File: config.mk
export PLATFORM = sky130hd
export DESIGN_NAME = lane_gate_ctrl
export DESIGN_NICKNAME = d
export VERILOG_FILES = /design/src/rtl/lane_gate_pkg.sv /design/src/rtl/lg_tick_gen.sv /design/src/rtl/lg_delay_filter.sv /design/src/rtl/lg_tx_lane.sv /design/src/rtl/lg_rx_lane.sv /design/src/rtl/lane_gate_ctrl.sv
export SDC_FILE = /design/constraint.sdc
export NUM_CORES = 1
export LEC_CHECK = 0
export CAP_MARGIN = 20
export CORE_UTILIZATION = 60
export CTS_BUF_LIST = sky130_fd_sc_hd__clkbuf_8
export DETAILED_ROUTE_END_ITERATION = 10
export DONT_BUFFER_PORTS = 1
export GPL_TIMING_DRIVEN = 0
export PLACE_DENSITY = 0.82
export SYNTH_ARGS = -nofsm -noshare
export SYNTH_HDL_FRONTEND = slang
export SYNTH_SLANG_ARGS = --single-unit
File: constraint.sdc
create_clock -name clk -period 3.3 [get_ports clk]
set_input_delay 0.165 -clock clk [delete_from_list [all_inputs] [get_ports clk]]
set_output_delay 0.165 -clock clk [all_outputs]
set_load 0.01 [all_outputs]
File: src/rtl/lane_gate_pkg.sv
package lane_gate_pkg;
  // Counter width able to hold values 0..n (at least one bit).
  function automatic int cnt_width(input int n);
    return (n < 2) ? 1 : $clog2(n + 1);
  endfunction
endpackage

File: src/rtl/lg_tick_gen.sv
module lg_tick_gen #(
  parameter int PRESCALE = 16
) (
  input  logic clk,
  input  logic rst_n,
  output logic tick
);
  localparam int PW = lane_gate_pkg::cnt_width(PRESCALE);
  localparam logic [PW-1:0] LAST = PW'(PRESCALE - 1);

  logic [PW-1:0] pcnt_q, pcnt_d;

  always_comb begin
    if (pcnt_q == LAST) pcnt_d = '0;
    else                pcnt_d = pcnt_q + PW'(1);
  end

  always_ff @(posedge clk or negedge rst_n) begin
    if (!rst_n) pcnt_q <= '0;
    else        pcnt_q <= pcnt_d;
  end

  assign tick = (pcnt_q == LAST);

  a_r2_prescale_bound: assert property (@(posedge clk) disable iff (!rst_n)
    pcnt_q <= LAST);
endmodule

File: src/rtl/lg_delay_filter.sv
module lg_delay_filter #(
  parameter int ON_TICKS  = 4,
  parameter int OFF_TICKS = 4
) (
  input  logic clk,
  input  logic rst_n,
  input  logic tick,
  input  logic req,
  output logic state
);
  localparam int MAXD = (ON_TICKS > OFF_TICKS) ? ON_TICKS : OFF_TICKS;
  localparam int CW   = lane_gate_pkg::cnt_width(MAXD);

  logic [CW-1:0] cnt_q, cnt_d, lim;
  logic          st_q, st_d;

  always_comb begin
    lim   = st_q ? CW'(OFF_TICKS - 1) : CW'(ON_TICKS - 1);
    st_d  = st_q;
    cnt_d = cnt_q;
    if (req == st_q) begin
      cnt_d = '0;
    end else if (tick) begin
      if (cnt_q == lim) begin
        st_d  = req;
        cnt_d = '0;
      end else begin
        cnt_d = cnt_q + CW'(1);
      end
    end
  end

  always_ff @(posedge clk or negedge rst_n) begin
    if (!rst_n) begin
      st_q  <= 1'b0;
      cnt_q <= '0;
    end else begin
      st_q  <= st_d;
      cnt_q <= cnt_d;
    end
  end

  assign state = st_q;

  // state only moves on a tick, and only toward the request.
  a_r11_flip_on_tick: assert property (@(posedge clk) disable iff (!rst_n)
    (st_q != $past(st_q)) |-> ($past(tick) && st_q == $past(req)));
  a_r11_cnt_bound: assert property (@(posedge clk) disable iff (!rst_n)
    cnt_q < CW'(MAXD));
endmodule

File: src/rtl/lg_tx_lane.sv
module lg_tx_lane #(
  parameter int SQ_TICKS  = 40,
  parameter int DON_TICKS = 10,
  parameter int DOFF_TICKS = 40
) (
  input  logic clk,
  input  logic rst_n,
  input  logic tick,
  input  logic lp_q,
  input  logic los,
  input  logic fault,
  input  logic off,
  input  logic sq_ovr,
  output logic en,
  output logic squelched
);
  logic fault_q, sq_state, dis_state, sq_req;

  assign sq_req = los & ~sq_ovr;

  lg_delay_filter #(.ON_TICKS(SQ_TICKS), .OFF_TICKS(SQ_TICKS)) u_sq (
    .clk(clk), .rst_n(rst_n), .tick(tick), .req(sq_req), .state(sq_state));

  lg_delay_filter #(.ON_TICKS(DON_TICKS), .OFF_TICKS(DOFF_TICKS)) u_dis (
    .clk(clk), .rst_n(rst_n), .tick(tick), .req(off), .state(dis_state));

  always_ff @(posedge clk or negedge rst_n) begin
    if (!rst_n) fault_q <= 1'b0;
    else        fault_q <= fault;
  end

  assign en        = ~(lp_q | fault_q | dis_state | sq_state);
  assign squelched = sq_state;

  a_r4_fault_forces_off: assert property (@(posedge clk) disable iff (!rst_n)
    ($past(fault) && $past(rst_n)) |-> !en);
endmodule

File: src/rtl/lg_rx_lane.sv
module lg_rx_lane #(
  parameter int SQ_TICKS = 2
) (
  input  logic clk,
  input  logic rst_n,
  input  logic tick,
  input  logic lp_q,
  input  logic los,
  input  logic off,
  input  logic sq_ovr,
  output logic en,
  output logic squelched
);
  logic off_q, sq_state, sq_req;

  assign sq_req = los & ~sq_ovr;

  lg_delay_filter #(.ON_TICKS(SQ_TICKS), .OFF_TICKS(SQ_TICKS)) u_sq (
    .clk(clk), .rst_n(rst_n), .tick(tick), .req(sq_req), .state(sq_state));

  always_ff @(posedge clk or negedge rst_n) begin
    if (!rst_n) off_q <= 1'b0;
    else        off_q <= off;
  end

  assign en        = ~(lp_q | off_q | sq_state);
  assign squelched = sq_state;

  a_r8_rx_off_forces_off: assert property (@(posedge clk) disable iff (!rst_n)
    ($past(off) && $past(rst_n)) |-> !en);
endmodule

File: src/rtl/lane_gate_ctrl.sv
module lane_gate_ctrl #(
  parameter int N_TX          = 4,
  parameter int N_RX          = 4,
  parameter int PRESCALE      = 16,
  parameter int TX_SQ_TICKS   = 40,
  parameter int RX_SQ_TICKS   = 2,
  parameter int TXD_ON_TICKS  = 10,
  parameter int TXD_OFF_TICKS = 40
) (
  input  logic            clk,
  input  logic            rst_n,
  input  logic            low_power,
  input  logic [N_TX-1:0] tx_los,
  input  logic [N_TX-1:0] tx_fault,
  input  logic [N_TX-1:0] tx_off,
  input  logic [N_TX-1:0] tx_sq_ovr,
  input  logic [N_RX-1:0] rx_los,
  input  logic [N_RX-1:0] rx_off,
  input  logic [N_RX-1:0] rx_sq_ovr,
  output logic [N_TX-1:0] tx_en,
  output logic [N_TX-1:0] tx_squelched,
  output logic [N_RX-1:0] rx_en,
  output logic [N_RX-1:0] rx_squelched
);
  logic tick, lp_q;

  lg_tick_gen #(.PRESCALE(PRESCALE)) u_tick (
    .clk(clk), .rst_n(rst_n), .tick(tick));

  always_ff @(posedge clk or negedge rst_n) begin
    if (!rst_n) lp_q <= 1'b0;
    else        lp_q <= low_power;
  end

  for (genvar t = 0; t < N_TX; t++) begin : g_tx
    lg_tx_lane #(
      .SQ_TICKS(TX_SQ_TICKS), .DON_TICKS(TXD_ON_TICKS), .DOFF_TICKS(TXD_OFF_TICKS)
    ) u_lane (
      .clk(clk), .rst_n(rst_n), .tick(tick), .lp_q(lp_q),
      .los(tx_los[t]), .fault(tx_fault[t]), .off(tx_off[t]), .sq_ovr(tx_sq_ovr[t]),
      .en(tx_en[t]), .squelched(tx_squelched[t]));
  end

  for (genvar r = 0; r < N_RX; r++) begin : g_rx
    lg_rx_lane #(.SQ_TICKS(RX_SQ_TICKS)) u_lane (
      .clk(clk), .rst_n(rst_n), .tick(tick), .lp_q(lp_q),
      .los(rx_los[r]), .off(rx_off[r]), .sq_ovr(rx_sq_ovr[r]),
      .en(rx_en[r]), .squelched(rx_squelched[r]));
  end

  a_r9_low_power_all_off: assert property (@(posedge clk) disable iff (!rst_n)
    ($past(low_power) && $past(rst_n)) |-> (tx_en == '0 && rx_en == '0));
endmodule

==> run_results.csv <==
group,metric,value,unit
yosys,synth_largest_area_cell,"dfrtp_1",
grt,grt_usage,24.3,%
clocking,htreeDepth,3,
worst_setup_path,required,3.58,ns
sta,finalSetupViolations,0,
sta,skew,0.00984,ns
yosys,synth-edff-count,0,
place,gp_congestion,0.816,
yosys,syn-cell-area,4100,sq um
worst_setup_path,cp_max_fo,10,
clocking,cts-root-buf,"clkbuf_8",
yosys,synthArstFlopShare,100,%
finish,insertedDiodeCount,0,
hold_path,min_path_type,"in2reg",
outcome,failed_checks,"design-rule violations",
sta,finalMaxSlewViolations,0,
finish,fillCellCount,479,
floorplanning,ios,47,
clocking,cts-hold-fix-buffers,15,
clocking,post_cts_buffers,0,
power_and_ir_drop,power_leakage,0.00199,uW
yosys,avgSynthCellArea,10.0,sq um
grt,grt_first_pass_wirelength,13.6,mm
route,drt_iter0_markers,135,
worst_setup_path,r2r-end,"g_tx[3].u_lane.u_dis.cnt_q[1]",
hold_path,hold_start,"tx_off[2]",
hold_path,hold_path_depth,2,
finish,drive_above_1_share,11.8,%
clocking,cts_tree,"yes",
sta,min_period,2.20,ns
grt,grt_pass1_vias,3081,
sta,setup_tns,0,ns
route,routedWlPerCell,15.2,microns
outcome,outcome,"finished, violations left",
route,avgViaCountPerCell,5.86,
sta,rsz0062_at_grt,"no",
worst_setup_path,reg2reg_depth,7,
finish,stdcell_count,517,
route,wl,7.88,mm
worst_setup_path,startpoint_type,"register",
floorplanning,initial_utilization,63.4,%
clocking,clk_path_buf_depth,2,
route,first_pass_iters,7,
clocking,clkSinkCount,82,
yosys,ys_warn_count,0,
clocking,clk_pin_slew,0.08,ns
place,portBuffers,0,
route,ant_nets,0,
worst_setup_path,r2r_slack,1.10,ns
worst_setup_path,crit_arrival,2.48,ns
yosys,ys_ff_latch,82,
sta,max_freq,455,MHz
power_and_ir_drop,power.density,428,nW/um^2
hold_path,worst_hold_path.endpoint,"g_tx[2].u_lane.u_dis.cnt_q[0]",
yosys,synth_cell_types,51,
clocking,insertion_delay,0.36,ns
worst_setup_path,crit_type,"reg2reg",
floorplanning,fp.dieH,84.6,microns
floorplanning,num_rows,29,
yosys,synthTopCellsByArea,"dfrtp_1, nand2_1, xnor2_1",
worst_setup_path,cp-end-kind,"register",
place,dp.final_hpwl,5.20,mm
sta,hold_viol_final,0,
floorplanning,dieWidth,84.6,microns
sta,post-route-period-util,66.7,%
route,drc_errors,1,
grt,gr-total-overflow,0,
yosys,synth.most_common_cell,"dfrtp_1",
grt,grt_antenna_before_repair,0,
grt,grt_max_degree,83,
route,vias,3030,
finish,area_growth,11.9,%
yosys,synth_top_area_share,50.1,%
yosys,syn-num-nets,449,
yosys,synth_cells,409,
power_and_ir_drop,finalPower,1960,uW
floorplanning,core-area,6460,sq um
power_and_ir_drop,ir_worst_vdd,0.339,mV
yosys,ys_seq_area_share,50.1,%
place,dp.cells,486,
floorplanning,die_area,7160,sq um
worst_setup_path,r2r_start,"u_tick.pcnt_q[0]",
clocking,ctsResizeCount,0,
yosys,ys.flop_type,"dfrtp_1",
finish,nNetsFinal,475,
sta,tightest_slew,0.600,ns
clocking,tritoncts.num_buffers,9,
yosys,yosys-top-cells-count,"dfrtp_1, nand2_1, nor2_1",
finish,fin_util,71.0,%
sta,max_slew_margin,59.5,%
flow_run,maxCapViolCount,0,
flip-flops by register name, indices dropped and copies added (netlist names):
name / flops
lp_q: 1
g_tx.u_lane.u_sq.state: 4
u_tick.pcnt_q: 5
g_rx.u_lane.u_sq.cnt_q: 8
g_tx.u_lane.u_sq.cnt_q: 24
g_rx.u_lane.off_q: 4
g_rx.u_lane.u_sq.state: 4
g_tx.u_lane.u_dis.state: 4
g_tx.u_lane.u_dis.cnt_q: 24
g_tx.u_lane.fault_q: 4
critical path, stage by stage, from the launching register on:
cell and delay (ns):
dfrtp_1 0.39, ha_1 0.26, and4b_1 0.21, buf_2 0.22, buf_2 0.28, buf_1 0.46, nand3_1 0.14, a21oi_1 0.17
cells in the final DEF (no fill, tap or decap), types with 2 or more instances in the layout:
cell and count:
nand4b_1 4, xnor2_1 21, a311oi_1 4, inv_1 4, nor2b_1 12, buf_4 16, and3_1 4, or3_1 3
a41oi_1 3, nand3_1 13, buf_2 3, clkbuf_1 4, bufinv_16 2, and3b_1 4, ha_1 9, nand3b_1 5
a21o_1 2, nand4_1 9, buf_1 2, dlygate4sd3_1 14, clkinv_4 2, nor3b_1 3, nor3_1 12, mux2_2 10
or4b_1 2, o21ai_0 13, nor4_1 4, a31oi_1 5, a21oi_1 20, o22ai_1 2, xor2_1 16, dfrtp_1 82
a22o_1 4, clkinvlp_4 2, clkbuf_8 9, nor2_1 45, nand2_1 50
cell type report:
class	instances	area [sq um]	share of cell area (%)
Sequential cell	82	2050	44.8
Multi-Input combinational cell	298	1870	40.8
Timing Repair Buffer	15	168	3.66
Buffer	25	158	3.44
Clock buffer	9	124	2.70
Clock inverter	7	101	2.21
Tap cell	77	96.3	2.10
Inverter	4	15.0	0.328
per-layer routing:
layer  global-route usage [%]  vias up  part of all wire, %
met4                     8.94        0                  1.4
met3                     6.19        8                  4.5
met1                     29.4     1493                   44
met5                        0        -                    0
li1                         -     1472                    -
met2                     42.0       57                   50
worst max path at each step:
stage | cells after the start | endpoint | startpoint
final | 7 | g_tx[3].u_lane.u_dis.cnt_q[1] | u_tick.pcnt_q[0]
after global routing | 7 | g_tx[3].u_lane.u_dis.cnt_q[1] | u_tick.pcnt_q[0]
after CTS | 7 | g_tx[3].u_lane.u_dis.cnt_q[1] | u_tick.pcnt_q[0]
after detailed placement | 7 | g_tx[3].u_lane.u_dis.cnt_q[1] | u_tick.pcnt_q[0]
after global placement | 7 | g_tx[2].u_lane.u_sq.cnt_q[5] | u_tick.pcnt_q[0]
after floorplan | 5 | g_tx[3].u_lane.u_dis.state | g_tx[3].u_lane.u_dis.cnt_q[2]
power breakdown:
part / switching (uW) / internal [uW] / total (uW)
registers: 17.5 / 1020 / 1040
logic: 64.5 / 49.3 / 114
clock network: 379 / 431 / 810
cell families (layout without fill, tap and decap cells):
| family | count (synthesis) | in the layout | synth area share [%] |
|---|---|---|---|
| adder cells (fa/ha/maj) | 9 | 9 | 2.75 |
| multiplexers | 11 | 11 | 2.99 |
| AO/OA/AOI/OAI | 61 | 61 | 9.56 |
| XOR/XNOR | 37 | 37 | 7.91 |
| flip-flops | 82 | 82 | 50.1 |
| buffers and inverters | 29 | 60 | 4.22 |
| AND/OR/NAND/NOR | 180 | 180 | 22.5 |
stage by stage:
stage	setup WS, ns	hold WS, ns	instance area (sq um)
2_1_floorplan	1.49	-0.131	4100
3_3_place_gp	1.20	-0.129	4190
3_5_place_dp	1.12	-0.129	4190
4_1_cts	1.06	0.0314	4580
5_1_grt	0.939	0.0481	4580
6_report	1.10	0.0335	4580
(Power assumes the default switching activity.)
